[config.mk]
export PLATFORM = sky130hd
export DESIGN_NAME = adc_bus_ctrl
export DESIGN_NICKNAME = d
export VERILOG_FILES = /design/src/rtl/adc_bus_ctrl.sv
export SDC_FILE = /design/constraint.sdc
export NUM_CORES = 1
export LEC_CHECK = 0
export ABC_AREA = 1
export BUFFER_PORTS_ARGS = -buffer_cell sky130_fd_sc_hd__buf_4
export CORE_MARGIN = 3
export CORE_UTILIZATION = 60
export DETAILED_ROUTE_END_ITERATION = 10
export GPL_TIMING_DRIVEN = 0
export PLACE_DENSITY = 0.95
export SLEW_MARGIN = 20
export SYNTH_ARGS = -nofsm -noshare
export SYNTH_HDL_FRONTEND = slang
export SYNTH_SLANG_ARGS = --single-unit
export TNS_END_PERCENT = 5
[constraint.sdc]
create_clock -name clk -period 6.9 [get_ports clk]
set_input_delay 1.38 -clock clk [delete_from_list [all_inputs] [get_ports clk]]
set_output_delay 1.38 -clock clk [all_outputs]
set_load 0.01 [all_outputs]
[src/rtl/adc_bus_ctrl.sv]
module adc_bus_ctrl #(
  parameter int DW        = 8,
  parameter int PW        = 8,
  parameter int CNT_W     = 16,
  parameter int CONV_CLKS = 74,
  parameter int CLK_DIV   = 4,
  parameter int KICK_CYC  = 4
) (
  input  logic             clk,
  input  logic             rst_n,
  input  logic             req,
  input  logic             mode_irq,
  input  logic             free_run,
  input  logic [PW-1:0]    start_width,
  input  logic [PW-1:0]    rd_wait,
  input  logic [CNT_W-1:0] tmo_limit,
  output logic             conv_cs_n,
  output logic             conv_wr_n,
  output logic             conv_rd_n,
  input  logic             conv_intr_n,
  input  logic [DW-1:0]    conv_data,
  output logic [DW-1:0]    result,
  output logic             result_valid,
  output logic             busy,
  output logic             tmo_err
);

  localparam int FIX_CYC = CONV_CLKS * CLK_DIV;
  localparam int KW      = (KICK_CYC > 0) ? $clog2(KICK_CYC + 1) : 1;
  localparam logic [CNT_W-1:0] FIX_LAST = CNT_W'(FIX_CYC - 1);

  typedef enum logic [1:0] {S_IDLE, S_START, S_WAIT, S_READ} st_t;

  st_t              st;
  logic [CNT_W-1:0] cnt;
  logic [2:0]       isync;
  logic [KW-1:0]    kick;

  wire intr_fall  = isync[2] & ~isync[1];
  wire start_done = (cnt + CNT_W'(1)) >= CNT_W'(start_width);
  wire rd_done    = cnt >= CNT_W'(rd_wait);
  wire tmo_hit    = (cnt + CNT_W'(1)) >= tmo_limit;
  wire fix_done   = cnt >= FIX_LAST;

  always_ff @(posedge clk or negedge rst_n) begin
    if (!rst_n) begin
      isync <= '1;
      kick  <= KW'(KICK_CYC);
    end else begin
      isync <= {isync[1:0], conv_intr_n};
      if (kick != '0) kick <= kick - KW'(1);
    end
  end

  always_ff @(posedge clk or negedge rst_n) begin
    if (!rst_n) begin
      st           <= S_IDLE;
      cnt          <= '0;
      result       <= '0;
      result_valid <= 1'b0;
      tmo_err      <= 1'b0;
    end else begin
      result_valid <= 1'b0;
      if (free_run) begin
        st  <= S_IDLE;
        cnt <= '0;
        if (intr_fall) begin
          result       <= conv_data;
          result_valid <= 1'b1;
        end
      end else begin
        unique case (st)
          S_IDLE: if (req) begin
            tmo_err <= 1'b0;
            cnt     <= '0;
            st      <= S_START;
          end
          S_START: begin
            if (start_done) begin
              cnt <= '0;
              st  <= S_WAIT;
            end else cnt <= cnt + CNT_W'(1);
          end
          S_WAIT: begin
            if (req) begin
              cnt <= '0;
              st  <= S_START;
            end else if (mode_irq) begin
              if (intr_fall) begin
                cnt <= '0;
                st  <= S_READ;
              end else if (tmo_hit) begin
                tmo_err <= 1'b1;
                cnt     <= '0;
                st      <= S_IDLE;
              end else cnt <= cnt + CNT_W'(1);
            end else begin
              if (fix_done) begin
                cnt <= '0;
                st  <= S_READ;
              end else cnt <= cnt + CNT_W'(1);
            end
          end
          S_READ: begin
            if (rd_done) begin
              result       <= conv_data;
              result_valid <= 1'b1;
              cnt          <= '0;
              st           <= S_IDLE;
            end else cnt <= cnt + CNT_W'(1);
          end
          default: st <= S_IDLE;
        endcase
      end
    end
  end

  assign busy      = (st != S_IDLE);
  assign conv_cs_n = free_run ? 1'b0 : !(st == S_START || st == S_READ);
  assign conv_rd_n = free_run ? 1'b0 : (st != S_READ);
  assign conv_wr_n = free_run ? ((kick != '0) ? 1'b0 : conv_intr_n) : (st != S_START);

endmodule

; ---- Yosys cells after proc, flatten, opt, wreduce, memory -nomap -nowiden
; Cells that the tools add are included.
[totals]
input_bits = 46
regBits = 34
out_inout_bits = 14
wordCells = 81
[op_classes]
n_reduce_logical = 11
n_addsub = 2
n_mux = 38
n_lt_le_gt_ge = 4
bitwise = 3
n_eq_ne = 16
[ops]
columns = op, count
row1 = 16-bit 2-to-1 mux, 9
row2 = 16-bit one-hot mux with 4 select lines, 1
row3 = 16-bit by 8-bit greater-or-equal comparator with 1-bit output, 2
row4 = 8-bit 2-to-1 mux, 4
row5 = 2-bit 2-to-1 mux, 9
row6 = "16-bit by 1-bit adder with 16-bit output, second input constant", 1
row7 = 16-bit greater-or-equal comparator, 1
row8 = "16-bit by 9-bit greater-or-equal comparator with 1-bit output, second input constant", 1
row9 = 1-bit 2-to-1 mux, 13
row10 = "2-bit inequality test, second input constant", 6
row11 = "3-bit inequality test, second input constant", 3
row12 = 2-bit one-hot mux with 4 select lines, 1
row13 = 2-bit nonzero test, 4
row14 = 7-bit AND reduction, 1
row15 = "6-bit inequality test, second input constant", 1
row16 = "5-bit inequality test, second input constant", 1
row17 = 5-bit AND reduction, 1
row18 = "2-bit equality test, second input constant", 2
row19 = "2-bit by 1-bit inequality test with 1-bit output, second input constant", 2
row20 = 3-bit AND reduction, 1
row21 = 3-bit nonzero test, 1
row22 = "3-bit by 1-bit subtractor with 3-bit output, second input constant", 1
row23 = "2-bit by 1-bit equality test with 1-bit output, second input constant", 1
row24 = 2-bit zero test, 1
row25 = 5 further kinds, 6

; ---- Depth between registers and ports, before layout
; Gate-level depths: netlist (run 1).
[depth]
depth_word = 8
ltp_mapped = 20
depth_no_buf = 19

; ---- Least setup slack after synthesis (run 1)
; No wires, ideal clock.
[synth_path]
path_kind = input-to-output
startpoint = input port free_run
endpoint = output port conv_wr_n
required_time_ns = 5.520
path_buffers = 1
cell_stages = 4
t_arrival_ns = 1.867
slack_ns = 3.653
cell_sequence = clkbuf_1 -> inv_1 -> nand2_1 -> nand2_1
[synth_via]
elab_chain_len = 1
[synth_rtl]
columns = item, line_no
row1 = "start, declared", 13  ; input logic free_run,
row2 = 1-bit 2-to-1 mux, 121  ; assign conv_wr_n = free_run ? ((kick != '0) ? 1'b0 : conv_intr_n) : (st != S_START);
row3 = "end, declared", 18  ; output logic conv_wr_n,
; No other way between the ends.

; ---- Worst setup path after layout (run 1)
; Same ends and word-level chain as after synthesis.

==> impl_metrics.toml, run 1 <==
[worst_setup_path]
cp_common_cell = "nand2_1"
crit_type = "primary input to output port"
worst_path_largest_cell_delay_ns = 0.26
crit_path_cell_trace = "clkbuf_1 -> inv_1 -> nand2_1 -> nand2_1 -> buf_4"
cp-start-kind = "primary input"
cp_max_fo = 8
reg2reg_to = "cnt[8]$_DFFE_PN0N_"
cp.required_ns = 5.52
endpoint = "conv_wr_n"
r2r_start = "cnt[0]$_DFFE_PN0N_"
crit_path_start = "free_run"
reg2regPathDepth = 17
crit_slowest_cell = "clkbuf_1"
cp-end-kind = "output port"
rrSetupSlack_ns = 3.84
arrival_ns = 2.10

[yosys]
ys_warn_count = 0
ys_ff_latch = 34
synth_cell_types = 30
yosys.area.top_type_share = 0.2517
synth_edf_count = 0
ys_top_cells_by_area = "dfrtp_1, nand2_1, ha_1"
syn-cell-area_um2 = 2983
yosys_most_used_dff = "dfrtp_1"
synth_top_cell_by_area = "dfrtp_1"
async_flop_share = 1.000
netlist_instances = 444
synth_nets = 525
synth.avg_cell_area_um2 = 6.718
synth-seq-area-share = 0.2869

[global_route]
grt_remaining_overflow = 0
grt_pass1_wl_um = 12360
first_global_vias = 2954
grt_usage = 0.2560
grt_max_degree = 35
antenna_found_initial = 0

[cts]
tritoncts = "built"
cts_root_buf = "clkbuf_8"
cts_sinks = 34
cts_buffers = 5
path_clk_slew_ns = 0.07
cts_setup_buffers = 0
ctsResizeCount = 0
clock_latency_ns = 0.30
htree_levels = 2
cts_buffer_depth = 2
hold_buffers = 0

[floorplanning]
initial_utilization = 0.6274
io_pins = 60
dieWidth_um = 76.51
die_y_um = 76.51
core_um2 = 4755
num_rows = 25
die_area_um2 = 5854

[pwr]
power.total_w = 0.0006888
power.density_nw_per_um2 = 190.5
total_leakage_power_nw = 2.172
ir_drop_mv = 0.1893

[worst_hold_path]
min_path_cells = 0
hold_class = "flip-flop to flip-flop"
min_from = "isync[0]$_DFF_PN1_"

[sta]
slew_headroom = 0.6899
hold_viol = 0
rsz0062_at_grt = "no"
timing.final.ws_setup_ns = 3.425
setup_violations = 0
fin_crit_ns = 3.475
drv_slew = 0
whs_ns = 0.3584
skew_ns = 0.01101
fmax_mhz = 287.8
tightest_slew_ns = 0.4651
finalCritPeriodShare = 0.5036
fin_tns_setup_ns = 0

[route]
finalWirelength_um = 7227
vias = 3031
drt_first_iter_violations = 257
antenna_left = 0
remaining_drc_errors = 0
avgRoutedWirePerCell_um = 12.53
viasPerCell = 5.253
first_pass_iters = 6

[final_layout]
ff_latch_area_um2 = 855.8
antenna_cells = 0
final_cell_mix = "nand2_1, inv_1, buf_4, nor2_1, ha_1"
final_common_cell = "nand2_1"
final_nets = 590
area_delta_synth_final_pct = 21.22
multi_input_area_um2 = 1799
drive_gt1_frac = 0.1941
fillers = 384

[placement]
routabilityCongestion = 0.8726
dp_hpwl_um = 5699
portBuffers = 58
dp_slack_ns = 3.427

[run_status]
status = "complete, no violations"

[run]
cap_viol_max_count = 0
-- through the flow --
| stage | std cells | utilization | cell area, um2 |
|---|---|---|---|
| after detailed placement | 569 | 0.7366 | 3502 |
| after CTS | 577 | 0.7605 | 3616 |
| final | 577 | 0.7605 | 3616 |
| after global routing | 577 | 0.7605 | 3616 |
| after floorplan | 444 | - | 2983 |
| after global placement | 569 | 0.7366 | 3502 |
-- how the worst min path moves through the flow --
| stage | to | slack (ns) |
|---|---|---|
| global placement | isync[1]$_DFF_PN1_ | 0.35 |
| finish | isync[1]$_DFF_PN1_ | 0.36 |
| detailed placement | isync[1]$_DFF_PN1_ | 0.35 |
| floorplan | isync[1]$_DFF_PN1_ | 0.35 |
| global route | isync[1]$_DFF_PN1_ | 0.36 |
| CTS | isync[1]$_DFF_PN1_ | 0.36 |
-- state kept, by name, indices dropped and copies added (netlist names) --
signal	flops
cnt	16
result	8
isync	3
kick	3
st	2
result_valid	1
tmo_err	1
-- routing by layer --
layer  up-vias  global-route usage  share of wire
li1       1499                   -              -
met4         0             0.09239          0.021
met2       125              0.4631           0.50
met1      1392              0.3029           0.40
met3        15             0.04374          0.080
met5         -                   0              0
-- power breakdown --
group	internal, W	total (W)	switching, W
Clock	0.000107	0.000188	0.0000808
Sequential	0.000217	0.000235	0.0000187
Combinational	0.000111	0.000265	0.000155
-- cell usage after synthesis, types with 2 or more instances --
cell / number
nand2_1: 144
nand2_2: 15
xor2_1: 6
nand3_1: 24
nor2_4: 4
nand4_1: 9
dfrtp_1: 30
nor2_2: 4
a21oi_1: 14
nor2_1: 49
clkbuf_1: 3
o21ai_0: 6
dfstp_2: 4
a21o_1: 2
nor3_1: 4
ha_1: 35
inv_1: 78
-- logic make-up (layout without fill, tap and decap cells) --
family                     count (synthesis)  in the layout  share of synthesized area
xor gates and xnor gates                   7              7                    0.02055
buffers and inverters                     83            149                     0.1099
AOI/OAI and AO/OA                         27             27                    0.05118
and+or+nand+nor                          258            258                     0.3847
DFF                                       34             34                     0.2869
adders and majority gates                 35             35                     0.1468
-- worst max-delay path: cells and delay by family --
kind / cells / cell delay [ns]
buffers and inverters: 3 / 0.56
and+or+nand+nor: 2 / 0.17
-- layout make-up --
cell class,instances,area share
repair buffers,58,0.1204
plain buffers,4,0.008651
well taps,67,0.02318
flip-flops and latches,34,0.2367
clock inverters,3,0.01246
clock buffers,5,0.01903
multi-input cells,327,0.4976
inverters,79,0.08201
Note: power is estimated with default switching activity, not from simulation.
==> run 2, diff against run 1 <==
- CORE_UTILIZATION: 60 -> 51
- PLACE_DENSITY: 0.95 -> 0.87
- clock period: 6.9 -> 3.1 ns (I/O delays scaled with it)
==> run 2 against run 1 <==
- global-route usage down 3.1 points
- utilization down 10 points
- sequential power up 120%
- largest cell class unchanged
- sequential share of layout area down 0.25 points
- non-clock buffer count unchanged
- routed wire length down 1.9%
- worst setup slack worse by 3.1 ns
- critical endpoint is now cnt[0]$_DFFE_PN0N_
- largest power group unchanged
- hold slack worse by 0.10 ns
- highest routed layer unchanged
- first-iteration DRC count down 41%
- total power up 130%
- sequential cell count unchanged
==> impl_metrics.toml, run 2 (synthesis gave the netlist of run 1 again) <==
[final_layout]
largest_register_ffs = 16
top_register = "cnt"
final_nets = 590
area_delta_synth_final_pct = 22.69
antenna_cells = 0
final_cell_mix = "nand2_1, inv_1, buf_4, nor2_1, ha_1"
drive_gt1_frac = 0.2000
ff_latch_area_um2 = 857.1
final_common_cell = "nand2_1"
multi_input_area_um2 = 1812
fillers = 543
biggestRegsByFlops = "cnt: 16 flops, result: 8 flops"
final_util = 0.6566

[worst_setup_path]
cp_common_cell = "nand2_1"
crit_type = "flip-flop to flip-flop"
cp_max_fo = 10
worst_path_largest_cell_delay_ns = 0.43
arrival_ns = 3.01
cp-end-kind = "flip-flop"
crit_path_cell_trace = "ha_1 -> nand3_2 -> nor2_4 -> nand3_1 -> nand2_1 -> nand2_1 -> ha_1 -> nand2_1 -> nor3_2 -> nand3_1 -> nand4_1 -> nand2_1 -> nand2_1 -> nand3_4 -> buf_12 -> nand2_2 -> nand2_1"
cp.required_ns = 3.29
cp-start-kind = "flip-flop"
crit_slowest_cell = "dfrtp_2"

[pwr]
combPwrFrac = 0.366
p_clk_frac = 0.309
internal_power_w = 0.001051
power.density_nw_per_um2 = 441.0
ir_drop_mv = 0.3498
p_switching_w = 0.0005633
switching_share = 0.3490
seq_power_share = 0.325
total_leakage_power_nw = 2.189
power.total_w = 0.001614

[global_route]
antenna_found_initial = 0
grtUsageMet3 = 0.04338
grt_max_degree = 35
grt_pass1_wl_um = 11780
grt_usage = 0.2245
first_global_vias = 2787
use_met1 = 0.2796
busiest_layer = "met2"
met2_usage = 0.3926
grt_remaining_overflow = 0

[floorplanning]
core_um2 = 5574
die_y_um = 82.48
dieWidth_um = 82.48
io_pins = 60
num_rows = 27
initial_utilization = 0.5351
die_area_um2 = 6802

[sta]
skew_ns = 0.006522
slew_headroom = 0.6955
fin_crit_ns = 2.822
fin_tns_setup_ns = 0
setup_violations = 0
hold_viol = 0
rsz0062_at_grt = "no"
whs_ns = 0.2559
fmax_mhz = 354.4
tightest_slew_ns = 0.4568
drv_slew = 0
finalCritPeriodShare = 0.9103

[cts]
cts_root_buf = "clkbuf_8"
htree_levels = 2
tritoncts = "built"
path_clk_slew_ns = 0.08
cts_buffers = 5
cts_setup_buffers = 0
cts_sinks = 34
hold_buffers = 0
clock_latency_ns = 0.30
cts_buffer_depth = 2

[worst_hold_path]
hold_class = "primary input to asynchronous set/reset pin"

[placement]
portBuffers = 58
routabilityCongestion = 0.9129
dp_hpwl_um = 5788

[route]
antenna_left = 0
avgRoutedWirePerCell_um = 12.18
drt_first_iter_violations = 151
remaining_drc_errors = 0
finalWirelength_um = 7090
first_pass_iters = 4
viasPerCell = 5.012
vias = 2917

[run]
cap_viol_max_count = 0

[run_status]
status = "complete, no violations"
-- run 2: cell types whose count changed in the layout (fill, tap and decap cells not counted) --
cell,change
clkinvlp_4,-2
bufinv_16,+1
clkinv_4,+1
dfrtp_1,-1
dfrtp_2,+1
nor2_1,-1
nor2_4,+1
nor3_1,-1
nor3_2,+1
-- run 2: area by class of cell --
cell class                      count  area share
Multi-Input combinational cell    327      0.4950
Sequential cell                    34      0.2342
Timing Repair Buffer               58      0.1190
Inverter                           79     0.08103
Tap cell                           72     0.02462
Clock buffer                        5     0.01880
Clock inverter                      3     0.01880
Buffer                              4    0.008547
-- run 2: worst paths after layout --
check	start	endpoint	slack, ns	cells past startpoint
setup reg to reg	cnt[0]$_DFFE_PN0N_	cnt[0]$_DFFE_PN0N_	0.28	17
hold reg to reg	isync[0]$_DFF_PN1_	isync[1]$_DFF_PN1_	0.35	0
max in group asynchronous	rst_n	isync[0]$_DFF_PN1_	2.50	1
hold / removal	rst_n	result[2]$_DFFE_PN0P_	0.26	1
setup / recovery	cnt[0]$_DFFE_PN0N_	cnt[0]$_DFFE_PN0N_	0.28	17
min in group clk	isync[0]$_DFF_PN1_	isync[1]$_DFF_PN1_	0.35	0
-- run 2: power groups by stage --
stage          Combinational (W)  Clock [W]  Sequential, W
3_5_place_dp            0.000590          0       0.000531
5_1_grt                 0.000662   0.000528       0.000528
4_1_cts                 0.000593   0.000507       0.000523
6_report                0.000591   0.000499       0.000524
3_3_place_gp            0.000573          0       0.000531
2_1_floorplan           0.000381          0       0.000530
-- run 2: critical path, delay by kind of cell, from the launching register on --
kind | cells | cell delay, ns
buffers and inverters | 1 | 0.18
AND/OR/NAND/NOR | 14 | 1.60
adder cells (fa/ha/maj) | 2 | 0.51
flip-flops | 1 | 0.43
-- run 2: layer usage --
layer,up-vias,part of all wire
met5,-,0
met1,1311,0.44
li1,1501,-
met4,0,0.015
met3,10,0.069
met2,95,0.47
-- run 2: timing repair --
| action | in CTS | in global routing |
|---|---|---|
| endpoints found under the setup margin | 0 | 12 |
| endpoints found under the hold margin | 0 | 0 |
| gates resized for setup | 0 | 4 |
-- run 2: stage by stage --
step / setup slack (ns) / std cells / area, um2
after floorplan: 0.6269 / 444 / 2983
after global placement: 0.1670 / 574 / 3508
after global routing: 0.01070 / 582 / 3660
final: 0.2780 / 582 / 3660
after CTS: 0.1305 / 582 / 3646
after detailed placement: 0.1423 / 574 / 3508
==> run 3, diff against run 2 <==
- CORE_UTILIZATION: 51 -> 56
- PLACE_DENSITY: 0.87 -> unset
- PLACE_DENSITY_LB_ADDON: unset -> 0.12
- clock period: 3.1 -> 2.6 ns (I/O delays scaled with it)
==> run 3 against run 2 <==
- the flow now finishes with violations (negative setup slack)
- final cell count is 2.1% higher
- total power rose by 12%
- maximum frequency grew 3.3%
- highest routed layer unchanged
==> impl_metrics.toml, run 3 (synthesis gave the netlist of run 1 again) <==
[worst_setup_path]
crit_type = "flip-flop to flip-flop"
cp_num_buf_inv = 2
cp_max_fo = 5
r2r_start = "cnt[0]$_DFFE_PN0N_"
crit_path_start = "cnt[0]$_DFFE_PN0N_"
crit_path_cell_trace = "inv_1 -> nor2_4 -> nand2_2 -> o21ai_2 -> nand2_2 -> ha_4 -> nand2_1 -> nor3_2 -> nand3_1 -> nand4_1 -> nand2_1 -> nand2_2 -> nand3_4 -> buf_4 -> nand2_1 -> nand2_1"
crit_slowest_cell = "dfrtp_2"
cp-start-kind = "flip-flop"
cp_top_family = "simple AND/OR/NAND/NOR gates"
cp-end-kind = "flip-flop"
cp_common_cell = "nand2_1"
worst_path_largest_cell_delay_ns = 0.46
cp.required_ns = 2.77
arrival_ns = 2.90
reg2regPathDepth = 16
worst-path-stages = 16

[worst_hold_path]
hold_class = "primary input to asynchronous set/reset pin"

[floorplanning]
die_area_um2 = 6239
dieWidth_um = 78.99
num_rows = 25
core_um2 = 4942
die_y_um = 78.99
io_pins = 60
initial_utilization = 0.6035

[placement]
routabilityCongestion = 0.9281
dpl_cell_area_um2 = 3502
dp_hpwl_um = 5588
dp_cells = 569
portBuffers = 58

[sta]
fin_tns_setup_ns = -1.408
timing.final.ws_setup_ns = -0.1316
slew_headroom = 0.6584
hold_viol = 0
rsz0062_at_grt = "yes"
drv_slew = 0
whs_ns = 0.1747
setup_violations = 16
fin_crit_ns = 2.732
skew_ns = 0.004979
tightest_slew_ns = 0.5124
finalCritPeriodShare = 1.051
fmax_mhz = 366.1

[route]
finalWirelength_um = 7850
vias = 3070
antenna_left = 0
first_pass_iters = 5
avgRoutedWirePerCell_um = 13.22
viasPerCell = 5.168
drt_first_iter_violations = 288
remaining_drc_errors = 0

[cts]
cts_buffer_depth = 2
cts_root_buf = "clkbuf_8"
cts_sinks = 34
htree_levels = 2
clock_latency_ns = 0.28
cts_buffers = 5
path_clk_slew_ns = 0.07
hold_buffers = 0
tritoncts = "built"

[global_route]
first_global_vias = 2800
grt_pass1_wl_um = 12150
antenna_found_initial = 0
grt_max_degree = 35
grt_usage = 0.2410
grt_remaining_overflow = 0

[run_status]
violations = "negative setup slack"
status = "finished, violations left"

[final_layout]
final_cell_mix = "nand2_1, inv_1, buf_4, nor2_1, ha_1"
final_util = 0.7767
final_common_cell = "nand2_1"
final_cells = 594
largest_register_ffs = 16
antenna_cells = 0
area_delta_synth_final_pct = 28.69
top_register = "cnt"
final_nets = 607
biggestRegsByFlops = "cnt: 16 flops, result: 8 flops"
finalInstanceArea_um2 = 3839
drive_gt1_frac = 0.2676

[pwr]
total_leakage_power_nw = 2.236
ir_drop_mv = 0.4665
power.density_nw_per_um2 = 471.2

[run]
cap_viol_max_count = 0
==> run 3: cell count changes in the layout (fill, tap and decap cells not counted), sizes merged <==
cell,delta
clkbuf,+2
clkinvlp,+1
buf,+17
bufinv,-2
clkinv,-1
==> run 3: final cells by class <==
cell class | instances | area (um2)
Multi-Input combinational cell | 327 | 1913
Timing Repair Buffer | 75 | 563.0
Fill cell | 397 | 1104
Buffer | 4 | 31.28
Sequential cell | 34 | 867.1
Tap cell | 67 | 83.83
Inverter | 79 | 296.5
Clock inverter | 1 | 7.507
Clock buffer | 7 | 76.32
==> run 3: path summary, 6_finish.rpt <==
path                                    endpoint  slack [ns]
max in group asynchronous     isync[0]$_DFF_PN1_        2.07
max reg2reg                   cnt[2]$_DFFE_PN0N_       -0.13
min                        result[5]$_DFFE_PN0P_        0.17
min reg2reg                   isync[1]$_DFF_PN1_        0.36
min in group clk              isync[0]$_DFF_PN1_        0.35
max                           cnt[2]$_DFFE_PN0N_       -0.13
==> run 3: timing repair <==
action                     4_1_cts  5_1_grt
setup endpoints to repair       19       19
resized for setup               15       17
pin swaps                        6        8
buffers inserted                 7       10
==> run 3: layer usage <==
layer | global-route usage | routed length (um) | up-vias
li1 | - | - | 1538
met1 | 0.3180 | 3314 | 1422
met2 | 0.4217 | 4032 | 99
met3 | 0.03061 | 421 | 11
met4 | 0.05326 | 82 | 0
met5 | 0 | 0 | -
==> run 3: through the flow <==
stage | total power [W] | worst slack, ns
finish | 0.001809 | -0.1316
global route | 0.001916 | -0.2392
CTS | 0.001778 | -0.1322
detailed placement | 0.001343 | -0.4519
global placement | 0.001329 | -0.3753
floorplan | 0.001086 | 0.1269
==> run 3: where the power goes <==
group          total, W  switching [W]  internal (W)
logic          0.000794       0.000454      0.000340
registers      0.000630      0.0000537      0.000576
clock network  0.000385       0.000195      0.000190
total           0.00181       0.000703       0.00111
==> run 3: worst reg2reg max path: stages, from the launching register on <==
cell	delay, ns
dfrtp_2	0.46
inv_1	0.11
nor2_4	0.15
nand2_2	0.11
o21ai_2	0.17
nand2_2	0.13
ha_4	0.30
nand2_1	0.08
nor3_2	0.26
nand3_1	0.13
nand4_1	0.13
nand2_1	0.10
nand2_2	0.08
nand3_4	0.10
buf_4	0.17
nand2_1	0.07
nand2_1	0.06
